$ cat config.mk
export PLATFORM = sky130hd
export DESIGN_NAME = xlat_sel
export DESIGN_NICKNAME = d
export VERILOG_FILES = /design/src/rtl/xlat_pkg.sv /design/src/rtl/xlat_bat_bank.sv /design/src/rtl/xlat_bat_match.sv /design/src/rtl/xlat_sel.sv
export SDC_FILE = /design/constraint.sdc
export NUM_CORES = 1
export LEC_CHECK = 0
export ABC_AREA = 1
export BUFFER_PORTS_ARGS = -buffer_cell sky130_fd_sc_hd__buf_2
export CAP_MARGIN = 25
export CORE_MARGIN = 2
export CORE_UTILIZATION = 35
export CTS_CLUSTER_DIAMETER = 30
export DETAILED_ROUTE_END_ITERATION = 12
export PLACE_DENSITY_LB_ADDON = 0.12
export SYNTH_ARGS = -nofsm -noshare
export SYNTH_HDL_FRONTEND = slang
export SYNTH_SLANG_ARGS = --single-unit
$ cat constraint.sdc
create_clock -name clk -period 2.65 [get_ports clk]
set_input_delay 0 -clock clk [delete_from_list [all_inputs] [get_ports clk]]
set_output_delay 0 -clock clk [all_outputs]
set_load 0.01 [all_outputs]
$ cat src/rtl/xlat_pkg.sv
package xlat_pkg;
    localparam int ADDR_W = 32;
    localparam int OFS_W  = 17;                 // offset bits of the smallest block
    localparam int SZ_W   = 11;                 // maskable bits above the offset
    localparam int HI_W   = ADDR_W - OFS_W;
    localparam int BL_W   = $clog2(SZ_W + 1);

    typedef enum logic [1:0] {
        PP_NONE = 2'b00,
        PP_RO   = 2'b01,
        PP_RW   = 2'b10,
        PP_RO_B = 2'b11
    } prot_e;

    typedef struct packed {
        logic [HI_W-1:0] tag;
        logic [HI_W-1:0] base;
        logic [BL_W-1:0] blen;
        logic            sv;
        logic            uv;
        prot_e           pp;
    } bat_ent_t;

    typedef struct packed {
        logic              vld;
        logic              pa_ok;
        logic              walk;
        logic              isf;
        logic              dsf;
        logic [ADDR_W-1:0] pa;
    } rsp_t;

    // Bits of the upper address that fall inside the block (taken from EA).
    function automatic logic [HI_W-1:0] blen_mask(input logic [BL_W-1:0] blen);
        logic [HI_W-1:0] m;
        m = '0;
        for (int i = 0; i < SZ_W; i++) begin
            if (i < int'(blen)) m[i] = 1'b1;
        end
        return m;
    endfunction

    function automatic logic prot_ok(input prot_e pp, input logic is_wr);
        logic ok;
        case (pp)
            PP_NONE: ok = 1'b0;
            PP_RW:   ok = 1'b1;
            default: ok = !is_wr;
        endcase
        return ok;
    endfunction
endpackage

$ cat src/rtl/xlat_bat_bank.sv
module xlat_bat_bank
    import xlat_pkg::*;
#(
    parameter  int N_ENT = 4,
    localparam int IDX_W = (N_ENT > 1) ? $clog2(N_ENT) : 1
) (
    input  logic                   clk,
    input  logic                   rst_n,
    input  logic                   we_i,
    input  logic [IDX_W-1:0]       widx_i,
    input  bat_ent_t               wdata_i,
    output bat_ent_t [N_ENT-1:0]   ents_o
);
    bat_ent_t [N_ENT-1:0] ents_d, ents_q;

    always_comb begin
        ents_d = ents_q;
        for (int i = 0; i < N_ENT; i++) begin
            if (we_i && (int'(widx_i) == i)) ents_d[i] = wdata_i;
        end
    end

    always_ff @(posedge clk) begin
        if (!rst_n) ents_q <= '0;
        else        ents_q <= ents_d;
    end

    assign ents_o = ents_q;
endmodule

$ cat src/rtl/xlat_bat_match.sv
module xlat_bat_match
    import xlat_pkg::*;
#(
    parameter int N_ENT = 4
) (
    input  bat_ent_t [N_ENT-1:0] ents_i,
    input  logic [HI_W-1:0]      ea_hi_i,
    input  logic                 super_i,
    output logic                 hit_o,
    output bat_ent_t             ent_o,
    output logic [HI_W-1:0]      pa_hi_o
);
    logic [N_ENT-1:0] hv;

    for (genvar g = 0; g < N_ENT; g++) begin : g_cmp
        logic [HI_W-1:0] keep;
        logic            priv_ok;
        assign keep    = ~blen_mask(ents_i[g].blen);
        assign priv_ok = super_i ? ents_i[g].sv : ents_i[g].uv;
        assign hv[g]   = priv_ok && (((ea_hi_i ^ ents_i[g].tag) & keep) == '0);
    end

    // Walk from the top down so the lowest matching index is written last.
    always_comb begin
        logic [HI_W-1:0] m;
        hit_o = 1'b0;
        ent_o = '0;
        for (int i = N_ENT - 1; i >= 0; i--) begin
            if (hv[i]) begin
                hit_o = 1'b1;
                ent_o = ents_i[i];
            end
        end
        m       = blen_mask(ent_o.blen);
        pa_hi_o = (ent_o.base & ~m) | (ea_hi_i & m);
    end
endmodule

$ cat src/rtl/xlat_sel.sv
module xlat_sel
    import xlat_pkg::*;
#(
    parameter  int N_ENT = 4,
    localparam int IDX_W = (N_ENT > 1) ? $clog2(N_ENT) : 1
) (
    input  logic              clk,
    input  logic              rst_n,
    input  logic              req_valid,
    output logic              req_ready,
    input  logic [ADDR_W-1:0] req_ea,
    input  logic              req_fetch,
    input  logic              req_write,
    input  logic              req_super,
    input  logic              msr_it,
    input  logic              msr_dt,
    input  logic              cfg_we,
    input  logic              cfg_side,
    input  logic [IDX_W-1:0]  cfg_idx,
    input  logic [HI_W-1:0]   cfg_tag,
    input  logic [HI_W-1:0]   cfg_base,
    input  logic [BL_W-1:0]   cfg_blen,
    input  logic              cfg_sv,
    input  logic              cfg_uv,
    input  logic [1:0]        cfg_pp,
    output logic              rsp_valid,
    input  logic              rsp_ready,
    output logic              rsp_pa_ok,
    output logic              rsp_walk,
    output logic              rsp_isf,
    output logic              rsp_dsf,
    output logic [ADDR_W-1:0] rsp_pa
);
    localparam int N_SIDE = 2;                  // 0 = data bank, 1 = instruction bank

    bat_ent_t             cfg_ent;
    bat_ent_t [N_ENT-1:0] ents   [N_SIDE];
    logic                 hit    [N_SIDE];
    bat_ent_t             hent   [N_SIDE];
    logic [HI_W-1:0]      pa_hi  [N_SIDE];

    assign cfg_ent = '{tag: cfg_tag, base: cfg_base, blen: cfg_blen,
                       sv: cfg_sv, uv: cfg_uv, pp: prot_e'(cfg_pp)};

    for (genvar s = 0; s < N_SIDE; s++) begin : g_side
        xlat_bat_bank #(.N_ENT(N_ENT)) u_bank (
            .clk     (clk),
            .rst_n   (rst_n),
            .we_i    (cfg_we && (cfg_side == s[0])),
            .widx_i  (cfg_idx),
            .wdata_i (cfg_ent),
            .ents_o  (ents[s])
        );
        xlat_bat_match #(.N_ENT(N_ENT)) u_match (
            .ents_i  (ents[s]),
            .ea_hi_i (req_ea[ADDR_W-1:OFS_W]),
            .super_i (req_super),
            .hit_o   (hit[s]),
            .ent_o   (hent[s]),
            .pa_hi_o (pa_hi[s])
        );
    end

    rsp_t rsp_d, rsp_q;
    logic accept;

    assign req_ready = !rsp_q.vld || rsp_ready;
    assign accept    = req_valid && req_ready;

    always_comb begin
        logic            xen;
        logic            sel_hit;
        bat_ent_t        sel_ent;
        logic [HI_W-1:0] sel_hi;
        logic            is_wr;

        xen     = req_fetch ? msr_it : msr_dt;
        sel_hit = req_fetch ? hit[1]   : hit[0];
        sel_ent = req_fetch ? hent[1]  : hent[0];
        sel_hi  = req_fetch ? pa_hi[1] : pa_hi[0];
        is_wr   = !req_fetch && req_write;

        rsp_d = rsp_q;
        if (rsp_q.vld && rsp_ready) rsp_d.vld = 1'b0;

        if (accept) begin
            rsp_d     = '0;
            rsp_d.vld = 1'b1;
            if (!xen) begin
                rsp_d.pa_ok = 1'b1;
                rsp_d.pa    = req_ea;
            end else if (!sel_hit) begin
                rsp_d.walk  = 1'b1;
                rsp_d.pa    = req_ea;
            end else if (!prot_ok(sel_ent.pp, is_wr)) begin
                rsp_d.isf   = req_fetch;
                rsp_d.dsf   = !req_fetch;
            end else begin
                rsp_d.pa_ok = 1'b1;
                rsp_d.pa    = {sel_hi, req_ea[OFS_W-1:0]};
            end
        end
    end

    always_ff @(posedge clk) begin
        if (!rst_n) rsp_q <= '0;
        else        rsp_q <= rsp_d;
    end

    assign rsp_valid = rsp_q.vld;
    assign rsp_pa_ok = rsp_q.pa_ok;
    assign rsp_walk  = rsp_q.walk;
    assign rsp_isf   = rsp_q.isf;
    assign rsp_dsf   = rsp_q.dsf;
    assign rsp_pa    = rsp_q.pa;
endmodule

Word level (Yosys, flattened, before mapping)
Index checks and enable logic that the tools add are counted.

Word-level logic and storage cells: 391. Output and inout port bits: 38. Flip-flop bits (word level): 341.

Bitwise operators: 33. Eq/ne operators: 4. $lt $le $gt $ge: 110. Reductions and logical operators: 36. Multiplexer cells: 154.

Operator list (count): 2-to-1 mux 23 bit (8); less-than comparator 3 x 4 -> 1 bit (first input constant) (40); AND 15 bit (10); inverter 11 -> 15 bit (10); 2-to-1 mux 1 bit (136); logical NOT 15 bit (8); less-than comparator 4 bit (first input constant) (30); bitwise XOR 15 bit (8); 2-to-1 mux 32 bit (3); less-than comparator 1 x 4 -> 1 bit (first input constant) (20); less-than comparator 2 x 4 -> 1 bit (first input constant) (20); 2-to-1 mux 37 bit (1); AND 15 x 11 -> 15 bit (2); OR 15 bit (2); logical AND 1 bit (21); 2-to-1 mux 15 bit (1); == test 2 bit (second input constant) (3); 2-to-1 mux 2 bit (3); logical NOT 2 bit (2); logical NOT 1 bit (3); 2-to-1 mux 3 bit (1); == test 2 x 1 -> 1 bit (second input constant) (1); one-hot mux 1 bit (2 select lines) (1); nonzero test 2 bit (1); other kinds (2) (2).

Depth between registers and ports, before layout
Gate-level depths: netlist of the first run.

Word-level depth: 20. Depth in mapped cells: 22. Mapped depth without buffers: 22.

By module
From an unflattened synthesis of the first run, not the netlist that was laid out.

Cells, all modules: 3627. Area total of the unflattened synthesis: 21480.6 µm².

By module, submodules not included: xlat_bat_bank (times used 2, cells an instance 976, area each 6367.4 µm², seq. area each 3042.9 µm²); xlat_bat_match (times used 2, cells an instance 695, area each 3323.2 µm², seq. area each 0.0 µm²); xlat_sel (times used 1, cells an instance 285, area each 2099.5 µm², seq. area each 740.7 µm²).

Least setup slack after synthesis of the first run
No wires, ideal clock.

Kind: flip-flop to flip-flop. Start point: register g_side[0].u_bank.ents_q, in the netlist g_side[0].u_bank.ents_o[45]. End point: register rsp_q, in the netlist rsp_pa[0]. Setup slack: 0.574 ns. Arrival time: 1.942 ns. Cell stages (with the launch flop): 18. Data required time: 2.516 ns. Path buffers: 2. Cell sequence: dfxtp_1 > buf_2 > o21ai_0 > nand3_1 > nand2_1 > nor2_2 > nand2_1 > nor2_4 > nor2_1 > nand2_1 > nand2_1 > o21bai_1 > nand2_2 > nand2_4 > nand2_4 > buf_6 > nand3_2 > a21oi_1.

Cells in the longest elaborated chain, start to end: 17. Elaborated cells on any way between the ends: 41.

Ends and longest elaborated chain: start, declared (line xlat_bat_bank.sv:14) `bat_ent_t [N_ENT-1:0] ents_d, ents_q;`; start signal, assigned (line xlat_bat_bank.sv:25) `else ents_q <= ents_d;`; less-than comparator 1 x 4 -> 1 bit, or another cell as far along (line xlat_pkg.sv:38) `if (i < int'(blen)) m[i] = 1'b1;`; 2-to-1 mux 1 bit (line xlat_pkg.sv:38); inverter 11 -> 15 bit (*) (line xlat_bat_match.sv:18) `assign keep = ~blen_mask(ents_i[g].blen);`; AND 15 bit (*) (line xlat_bat_match.sv:20) `assign hv[g] = priv_ok && (((ea_hi_i ^ ents_i[g].tag) & keep) == '0);`; logical NOT 15 bit (*) (line xlat_bat_match.sv:20); logical AND 1 bit (*) (line xlat_bat_match.sv:20); 2-to-1 mux 23 bit (2 in series) (line xlat_bat_match.sv:29) `if (hv[i]) begin`; 2-to-1 mux 2 bit (line xlat_sel.sv:79) `sel_ent = req_fetch ? hent[1] : hent[0];`; == test 2 bit or logical NOT 2 bit (tied branches) (line xlat_pkg.sv:45) `case (pp)`; one-hot mux 1 bit (2 select lines) (line xlat_pkg.sv:45); 2-to-1 mux 1 bit (line xlat_sel.sv:92) `end else if (!sel_hit) begin`; 2-to-1 mux 1 bit (line xlat_sel.sv:89) `if (!xen) begin`; 2-to-1 mux 1 bit (line xlat_sel.sv:86) `if (accept) begin`; 2-to-1 mux 32 bit (line xlat_sel.sv:95) `end else if (!prot_ok(sel_ent.pp, is_wr)) begin`; 2-to-1 mux 32 bit (*) (line xlat_sel.sv:92); 2-to-1 mux 32 bit (*) (line xlat_sel.sv:89); end signal, assigned (line xlat_sel.sv:107) `else rsp_q <= rsp_d;`; end, declared (line xlat_sel.sv:64) `rsp_t rsp_d, rsp_q;`.

Every way passes the cells marked *; elsewhere a longest branch is shown, timed or not. The select of a mux whose other input is x is not followed. A chain may end at the register's enable or synchronous reset.

Worst setup path after layout of the first run
Start point: input req_ea[25]. End point: register rsp_q, in the netlist rsp_pa[27].

Cells in the longest elaborated chain, start to end: 17. Elaborated cells on any way between the ends: 72.

Ends and longest elaborated chain: start, declared (line xlat_sel.sv:11) `input logic [ADDR_W-1:0] req_ea,`; bitwise XOR 15 bit (line xlat_bat_match.sv:20); AND 15 bit (line xlat_bat_match.sv:20); logical NOT 15 bit (line xlat_bat_match.sv:20); logical AND 1 bit (line xlat_bat_match.sv:20); 2-to-1 mux 23 bit (4 in series) (line xlat_bat_match.sv:29); less-than comparator 4 bit or 2-to-1 mux 2 bit (tied branches) (line xlat_pkg.sv:38, xlat_sel.sv:79); 2-to-1 mux 1 bit, or another cell as far along (line xlat_pkg.sv:38); inverter 11 -> 15 bit or one-hot mux 1 bit (2 select lines) (tied branches) (line xlat_bat_match.sv:35, xlat_pkg.sv:45); AND 15 bit or 2-to-1 mux 1 bit (tied branches) (line xlat_bat_match.sv:35, xlat_sel.sv:92); OR 15 bit or 2-to-1 mux 1 bit (tied branches) (line xlat_bat_match.sv:35, xlat_sel.sv:89); 2-to-1 mux 15 bit or 2-to-1 mux 1 bit (tied branches) (line xlat_sel.sv:80, xlat_sel.sv:86); 2-to-1 mux 32 bit (line xlat_sel.sv:95); 2-to-1 mux 32 bit (*) (line xlat_sel.sv:92); 2-to-1 mux 32 bit (*) (line xlat_sel.sv:89).

Marks and branches as above.

==> impl_metrics.ini, run 1 <==
[routing]
drt_first_pass_iters = 5
drtIter0Drc = 1139
wire_per_inst_um = 19.0
routed_wl_um = 65500
vias = 17600
drcViolationCount = 0
antenna_left = 0
avgViaCountPerCell = 5.08

[layout]
antenna_cells = 0
syn2layout_area_growth_pct = 35.5
fin_util_pct = 48.0
nFillCells = 4865
drive_gt1_share_pct = 19.1
nets = 2851

[place]
port_buffers = 120
gp_congestion = 0.938
place_hpwl_um = 43900

[timing]
max_slew.worst_pin.slew_ns = 0.739
fmax_mhz = 403
finalCriticalPeriod_ns = 2.48
relSlewSlack_pct = 50.7
tns_ns = 0
maxSlewViolCount = 0
fin_crit_sh_pct = 93.7
finalSetupViolCount = 0
clock_skew_ns = 0.0217
finalHoldViolCount = 0

[yosys]
syn_nets = 2571
synth_edf_count = 0
synth_cell_type_count = 45
netlist_area_um2 = 16900
ys_seq_elements = 341
async_flop_share_pct = 0
synthCells = 2488
yosysWarnings = 0
ys.flop_type = dfxtp_1
avgSynthCellArea_um2 = 6.78
ys_seq_area_share_pct = 40.5

[cts]
root_buffer = clkbuf_16
clk-insertion-delay-late_ns = 0.63
cts.clk_slew.worst_paths_ns = 0.04
cts_buffers = 95
cts_tree = yes
ctsHtreeMaxLevel = 3
clockBufferDepth = 3
cts.sinks = 341

[die]
initial_core_util_pct = 35.4
die-area_um2 = 50000
ioPinCount = 121
coreArea_um2 = 47600
die_x_um = 224
die_y_um = 224
rows = 80

[grt]
grt_use_met3_pct = 4.54
grt_remaining_overflow = 0
grt_pass1_wl_um = 99600
grt_pass1_vias = 16900
grt_use_met2_pct = 43.7
antenna_found_initial = 1
grt_max_degree = 106
grt-busiest-layer = met2
met1_usage_pct = 34.0
grt_use_total_pct = 26.1

[pwr]
power_leakage_nw = 9.88
worst_ir_drop_vdd_mv = 0.526
power.total_w = 0.0181
cellPowerDensity_nw_per_um2 = 791

[critical_path]
critPathKind = in2reg
critical_path_required_ns = 3.14
crit_chain = dlygate4sd3_1 > buf_2 > buf_4 > xor2_1 > nand3_1 > nand2_1 > nor2_2 > nand2_1 > nor2_4 > buf_12 > buf_4 > nor2_1 > nand2_1 > a21boi_2 > nand2_1 > nand2_1 > nand2_1 > nand2_1 > nand3_1 > nand3_2 > a21oi_2
worst_setup_path_start_kind = primary input
cp_common_cell = nand2_1
cp-end-kind = flop
path_buf_inv = 5
cp.arrival_ns = 2.97
critPathSlowestCell = dlygate4sd3_1
critical_path.top_delay_family = buffers and inverters
r2r_setup_slack_ns = 0.17
path_max_fanout = 11
cp_slowest_stage_delay_ns = 0.52

[min_path]
hold_path.class = in2reg

[status]
status = finished, final reports clean

[flow_run]
maxCapViolCount = 0
==> routing by layer <==
metal  routed length (um)  vias up  share of wire, %
li1                     -     8681                 -
met1                29100     8277                44
met2                30800      476                47
met3                 3730      119               5.7
met4                 1870        0               2.9
met5                    0        -                 0
==> cells in the mapped netlist (14+ instances only) <==
cell      instances  area [um^2]
nor2_1          572         2150
clkbuf_1        103          387
nand3_2          20          200
nand3_1         121          606
xor2_1           65          569
inv_2            20         75.1
inv_1           110          413
buf_6            14          158
a21oi_1         179          896
xnor2_1          18          158
o21ai_0         388         1940
dfxtp_1         341         6830
buf_2            16         80.1
nand2_1         402         1510
==> worst register-to-register path: cells and delay by family, from the launching register on <==
| kind | cells | cell delay, ns |
|---|---|---|
| AO/OA/AOI/OAI | 3 | 0.52 |
| buffers and inverters | 6 | 0.74 |
| flip-flops | 1 | 0.30 |
| AND/OR/NAND/NOR | 11 | 0.85 |
==> power breakdown <==
group          internal (W)  total [W]  leakage, nW  switching (W)
registers           0.00535    0.00548         2.78       0.000128
clock network       0.00777     0.0111         1.54        0.00338
logic              0.000523    0.00145         5.55       0.000926
==> cells by family (layout without fill, tap and decap cells) <==
family | count (synthesis) | in the layout | synth area share, %
buf+inv | 286 | 640 | 7.43
xor+xnor | 83 | 83 | 4.31
compound gates | 609 | 609 | 18.6
flops | 341 | 341 | 40.5
simple gates | 1169 | 1169 | 29.2
==> cells in the final DEF (no fill, tap or decap), types with 22 or more instances in the layout <==
| cell | instances |
|---|---|
| nand3_2 | 23 |
| a21oi_1 | 175 |
| xor2_1 | 65 |
| clkbuf_16 | 96 |
| nor2_1 | 559 |
| inv_2 | 22 |
| o21ai_0 | 384 |
| inv_1 | 108 |
| nand3_1 | 117 |
| dfxtp_1 | 326 |
| buf_2 | 117 |
| nand2_1 | 392 |
| buf_4 | 116 |
| dlygate4sd3_1 | 79 |
==> through the flow <==
step	std cells	setup WS, ns	hold WS, ns	instance area [um^2]
floorplan	2488	0.574	0.127	16900
global placement	3199	-0.0393	0.260	18600
finish	3457	0.168	0.0429	22900
detailed placement	3200	-0.0537	0.266	18600
CTS	3450	0.00761	0.0145	22600
global route	3457	-0.0277	0.0228	22900
==> flip-flops by register name (all words and copies together) (netlist names) <==
signal	cells
rsp_pa_ok	1
g_side.u_bank.ents_o	304
rsp_isf	1
rsp_dsf	1
rsp_pa	32
rsp_walk	1
rsp_valid	1
==> final cells by class <==
type	instances	area [um^2]	area share, %
multi-input cells	1861	8970	39.2
flip-flops and latches	341	6850	30.0
clock buffers	136	2740	12.0
repair buffers	330	2570	11.2
well taps	615	769	3.37
inverters	139	527	2.30
clock inverters	35	430	1.88
==> final timing paths <==
path                                startpoint                          end  depth (start not counted)
setup / recovery                    req_ea[25]                   rsp_pa[27]                         21
hold / removal                      req_ea[28]                   rsp_pa[28]                          4
setup reg to reg  g_side[0].u_bank.ents_o[113]                   rsp_pa[17]                         20
hold reg to reg    g_side[1].u_bank.ents_o[88]  g_side[1].u_bank.ents_o[88]                          2
==> timing repair <==
| action | in CTS | in global routing |
|---|---|---|
| endpoints found under the setup margin | 5 | 34 |
| gates resized for setup | 1 | 70 |
| pin swaps | 0 | 6 |
| gates cloned | 0 | 1 |
| endpoints found under the hold margin | 335 | 0 |
| buffers inserted | 0 | 6 |
| hold buffers | 79 | 0 |
Note: power is estimated with default switching activity, not from simulation.
==> run 2, diff against run 1 <==
Settings changed: CTS_BUF_LIST from default to sky130_fd_sc_hd__clkbuf_4 sky130_fd_sc_hd__clkbuf_8, SLEW_MARGIN from default to 25.
==> run 2 against run 1 <==
Effect of this change: first-iteration DRC count rose by 2.2%; register-to-register slack got worse by 0.02 ns; setup slack got worse by 0.026 ns; clock skew fell by 0.0026 ns; flip-flop and latch count did not move; fmax fell by 1.1%; routed wire length fell by 0.58%; largest cell class unchanged.
==> impl_metrics.ini, run 2 (synthesis gave the netlist of run 1 again) <==
[grt]
grt_max_degree = 106
grt_remaining_overflow = 0
grt_pass1_vias = 16800
grt_use_total_pct = 25.9
grt_pass1_wl_um = 98700
antenna_found_initial = 2

[layout]
syn2layout_area_growth_pct = 29.5
nets = 2853
drive_gt1_share_pct = 19.9
fin_util_pct = 45.8
final_cell_mix = 559 x nor2_1, 390 x nand2_1, 384 x o21ai_0, 325 x dfxtp_1, 175 x a21oi_1
largest_reg_flops = 304
layout_commonest_cell = nor2_1

[pwr]
power_leakage_nw = 9.43
cellPowerDensity_nw_per_um2 = 670
worst_ir_drop_vdd_mv = 0.511
power.total_w = 0.0146

[critical_path]
rr_worst_depth = 22
critPathKind = in2reg
critical_path_required_ns = 3.19
cp_slowest_stage_delay_ns = 0.52
crit_chain = dlygate4sd3_1 > buf_2 > buf_4 > xor2_1 > nand2_1 > nand2_1 > nor2_2 > nand2_1 > nor2_4 > buf_12 > buf_4 > nor2_1 > nand2_1 > a21boi_2 > nand2_1 > nand2_1 > nand2_1 > nand2_1 > nand3_1 > nand3_2 > a21oi_2
r2r_end = rsp_pa[18]
cp_common_cell = nand2_1
cp-endpoint = rsp_pa[27]
cp.arrival_ns = 3.05
r2r_setup_slack_ns = 0.15
critPathSlowestCell = dlygate4sd3_1
path_max_fanout = 12
startpoint = req_ea[22]
worst_setup_path_start_kind = primary input
r2r-start = g_side[0].u_bank.ents_o[113]
cp-end-kind = flop

[min_path]
hold_path.class = in2reg

[die]
coreArea_um2 = 47600
rows = 80
ioPinCount = 121
die_x_um = 224
die_y_um = 224
die-area_um2 = 50000
initial_core_util_pct = 35.4

[timing]
clock_skew_ns = 0.0191
maxSlewViolCount = 0
max_slew.worst_pin.slew_ns = 0.742
finalHoldViolCount = 0
holdWs_ns = 0.0471
fmax_mhz = 399
finalCriticalPeriod_ns = 2.51
relSlewSlack_pct = 50.5
finalSetupViolCount = 0
fin_crit_sh_pct = 94.7
rsz0062_at_grt = true
timing.final.ws_setup_ns = 0.141

[cts]
clockBufferDepth = 3
root_buffer = clkbuf_8
cts_buffers = 96
cts_tree = yes
cts.clk_slew.worst_paths_ns = 0.05
cts.sinks = 341
clk-insertion-delay-late_ns = 0.67
ctsHtreeMaxLevel = 3

[flow_run]
maxCapViolCount = 0

[routing]
antenna_left = 0
drcViolationCount = 0
wire_per_inst_um = 18.8
routed_wl_um = 65100
vias = 17500
drt_first_pass_iters = 5
drtIter0Drc = 1164
avgViaCountPerCell = 5.05

[place]
dp_slack_ns = -0.0537
place_hpwl_um = 43900
gp_congestion = 0.938
port_buffers = 120

[status]
status = finished, final reports clean
## run 2: cell count changes in the layout (fill, tap and decap cells not counted), moves of 3 or more
cell,delta
clkinv_2,+4
clkbuf_4,+20
clkbuf_8,+93
clkinvlp_4,+3
clkbuf_16,-95
clkinv_8,-4
clkbuf_1,-20
## run 2: final cells by class
type / count / area (um^2)
fill: 4953 / 25800
multi-input combinational: 1862 / 8990
sequential: 341 / 6850
timing repair buffer: 330 / 2560
clock buffer: 135 / 1730
tap: 615 / 769
inverter: 139 / 527
clock inverter: 37 / 399
antenna: 1 / 2.50
## run 2: where the power goes
part | switching [W] | internal [W]
Combinational | 0.000928 | 0.000526
Clock | 0.00283 | 0.00487
Sequential | 0.000127 | 0.00534
Total | 0.00389 | 0.0107
## run 2: worst min-delay path by stage
stage	startpoint	end	slack (ns)	cells after the start
6_report	cfg_side	g_side[1].u_bank.ents_o[140]	0.05	6
5_1_grt	req_ea[27]	rsp_pa[27]	0.03	5
4_1_cts	cfg_side	g_side[1].u_bank.ents_o[140]	0.001	6
3_5_place_dp	req_ea[14]	rsp_pa[14]	0.27	3
3_3_place_gp	req_ea[0]	rsp_pa[0]	0.26	3
2_1_floorplan	rsp_ready	req_ready	0.13	2
## run 2: what timing repair did
action,in CTS,in global routing
pin swaps,0,11
setup endpoints to repair,6,34
hold endpoints to repair,340,0
gates resized for setup,1,71
buffers inserted,0,6
hold buffers,79,0
cloned,0,2
## run 2: through the flow
step | TNS [ns] | instances | instance area (um^2)
2_1_floorplan | 0 | 2488 | 16900
3_3_place_gp | -0.0777 | 3199 | 18600
3_5_place_dp | -0.0537 | 3200 | 18600
4_1_cts | 0 | 3451 | 21500
5_1_grt | -0.213 | 3460 | 21800
6_report | 0 | 3460 | 21800
## run 2: worst max-delay path, delay by kind of cell
kind	cells	cell delay (ns)
AOI/OAI and AO/OA	2	0.27
and+or+nand+nor	13	1.09
buffers and inverters	5	1.45
xor gates and xnor gates	1	0.22
## run 2: routing by layer
layer | share of wire (%) | up-vias | track usage, %
met1 | 45 | 8229 | 33.6
met4 | 3.3 | 0 | 9.25
li1 | - | 8673 | -
met2 | 47 | 440 | 43.2
met3 | 5.3 | 129 | 4.45
met5 | 0 | - | 0
==> run 3, diff against run 2 <==
Settings changed: GPL_TIMING_DRIVEN from default to 0.
==> run 3 against run 2 <==
Effect of this change: utilization increased by 1.0 points; cell count rose by 1.7%; die area unchanged; routed wire length is 21% higher; largest cell class unchanged.
==> impl_metrics.ini, run 3 (synthesis gave the netlist of run 1 again) <==
[layout]
nFillCells = 4923
nets = 2901
fin_cells = 3519
syn2layout_area_growth_pct = 32.3
multi_input_area_um2 = 9150
largest_reg_flops = 304
final_cell_mix = 555 x nor2_1, 382 x nand2_1, 369 x o21ai_0, 316 x dfxtp_1, 173 x a21oi_1
drive_gt1_share_pct = 19.3
regArea_um2 = 6860
layout_commonest_cell = nor2_1

[pwr]
internal_power_w = 0.0119
p_sw_w = 0.00430
p_seq_share_pct = 33.8
power_leakage_nw = 9.48
combPwrFrac_pct = 9.9
swShare_pct = 26.6
clockPowerShare_pct = 56.2
worst_ir_drop_vdd_mv = 0.416
cellPowerDensity_nw_per_um2 = 725

[cts]
cts.clk_slew.worst_paths_ns = 0.05
clk-insertion-delay-late_ns = 0.72
cts.sinks = 341
clockBufferDepth = 3
cts_buffers = 100
ctsHtreeMaxLevel = 3
cts_tree = yes
root_buffer = clkbuf_8

[routing]
routed_wl_um = 78600
wire_per_inst_um = 22.3
drtIter0Drc = 1851
drcViolationCount = 0
drt_first_pass_iters = 5
avgViaCountPerCell = 5.27
vias = 18500
antenna_left = 0

[grt]
grt_pass1_vias = 17000
grt_pass1_wl_um = 112000
grt-busiest-layer = met2
met1_usage_pct = 42.2
antenna_found_initial = 4
grt_remaining_overflow = 0
grt_use_total_pct = 31.1
grt_use_met3_pct = 6.61
grt_max_degree = 15
grt_use_met2_pct = 47.8

[critical_path]
critical_path_required_ns = 3.30
worst_setup_path_start_kind = flop
r2r_end = rsp_pa[26]
path_max_fanout = 10
r2r-start = g_side[1].u_bank.ents_o[37]
r2r_setup_slack_ns = 0.02
critPathKind = reg2reg
cp-end-kind = flop
cp.arrival_ns = 3.28
rr_worst_depth = 13

[status]
status = finished, final reports clean

[timing]
fin_crit_sh_pct = 99.4
finalHoldViolCount = 0
max_slew.worst_pin.slew_ns = 1.14
relSlewSlack_pct = 24.0
clock_skew_ns = 0.0378
fmax_mhz = 380
finalCriticalPeriod_ns = 2.63
timing.final.ws_setup_ns = 0.0155
rsz0062_at_grt = true
finalSetupViolCount = 0
maxSlewViolCount = 0

[die]
die-area_um2 = 50000
coreArea_um2 = 47600
die_x_um = 224
ioPinCount = 121
initial_core_util_pct = 35.4
rows = 80
die_y_um = 224

[place]
dp_slack_ns = -0.409
gp_congestion = 0.932
place_hpwl_um = 56200
dp_cells = 3217
port_buffers = 114

[flow_run]
maxCapViolCount = 0

[min_path]
holdPathEnd = rsp_pa[15]
min_from = req_ea[15]
hold_path.class = in2reg
min_path_cells = 4
==> run 3: changes by cell type in the layout (fill, tap and decap cells not counted), sizes merged <==
cell         previous run  this run
clkinv                 23        32
bufinv                  7        17
diode                   1         3
inv                   135       134
dlygate4sd3            79        87
clkinvlp               11         6
buf                   249       181
clkbuf                137       242
nand2                 415       414
==> run 3: worst max-delay path by stage <==
| stage | slack (ns) | start | cells after the start | endpoint |
|---|---|---|---|---|
| floorplan | 0.57 | g_side[0].u_bank.ents_o[45] | 17 | rsp_pa[0] |
| global placement | -0.40 | g_side[0].u_bank.ents_o[6] | 13 | rsp_pa[22] |
| detailed placement | -0.41 | g_side[0].u_bank.ents_o[6] | 13 | rsp_pa[22] |
| CTS | -0.01 | g_side[0].u_bank.ents_o[45] | 16 | rsp_pa[22] |
| global route | -0.05 | g_side[1].u_bank.ents_o[121] | 22 | rsp_pa[19] |
| finish | 0.02 | g_side[1].u_bank.ents_o[37] | 13 | rsp_pa[26] |
==> run 3: metal layers <==
metal	vias to the layer above	wire length, um	part of all wire (%)
met2	805	34200	44
li1	8795	-	-
met1	8789	34700	44
met5	-	0	0
met4	0	3130	4.0
met3	157	6580	8.4
==> run 3: what timing repair did <==
action,4_1_cts,5_1_grt
gates cloned,0,2
setup endpoints to repair,33,36
pin swaps,6,30
hold endpoints to repair,339,0
setup buffers,2,23
hold buffers,87,0
resized for setup,34,149
==> run 3: critical path, stage by stage, from the launching register on <==
cell	delay, ns
dfxtp_1	0.37
xnor2_2	0.13
nand4_1	0.31
nor2_1	0.19
nand2_1	0.10
nor2_4	0.18
clkinv_4	0.14
buf_4	0.17
clkbuf_2	0.20
o21ai_0	0.27
nand2_1	0.09
nand3_1	0.14
nand3_2	0.12
a21oi_2	0.16
==> run 3: power by group through the flow <==
| stage | Sequential [W] | Clock (W) | Combinational (W) |
|---|---|---|---|
| after floorplan | 0.00555 | 0 | 0.000786 |
| after global placement | 0.00555 | 0 | 0.00142 |
| after detailed placement | 0.00556 | 0 | 0.00144 |
| after CTS | 0.00546 | 0.00918 | 0.00155 |
| after global routing | 0.00548 | 0.00948 | 0.00173 |
| final | 0.00547 | 0.00909 | 0.00161 |
==> run 3: through the flow <==
step / setup TNS, ns / instance area (um^2) / hold WS, ns / total power [W] / util [%]
floorplan: 0 / 16900 / 0.127 / 0.00633 / -
global placement: -5.85 / 18200 / 0.260 / 0.00698 / 38.2
detailed placement: -6.43 / 18200 / 0.264 / 0.00700 / 38.2
CTS: -0.0107 / 21700 / 0.0466 / 0.0162 / 45.5
global route: -0.244 / 22300 / 0.0682 / 0.0167 / 46.8
finish: 0 / 22300 / 0.0848 / 0.0162 / 46.8
==> run 3: layout make-up <==
class / instances / share of cell area, %
Antenna cell: 3 / 0.0336
Buffer: 147 / 3.57
Clock buffer: 135 / 7.93
Clock inverter: 50 / 3.23
Inverter: 139 / 2.43
Multi-Input combinational cell: 1861 / 41.0
Sequential cell: 341 / 30.8
Tap cell: 615 / 3.45
Timing Repair Buffer: 228 / 7.61
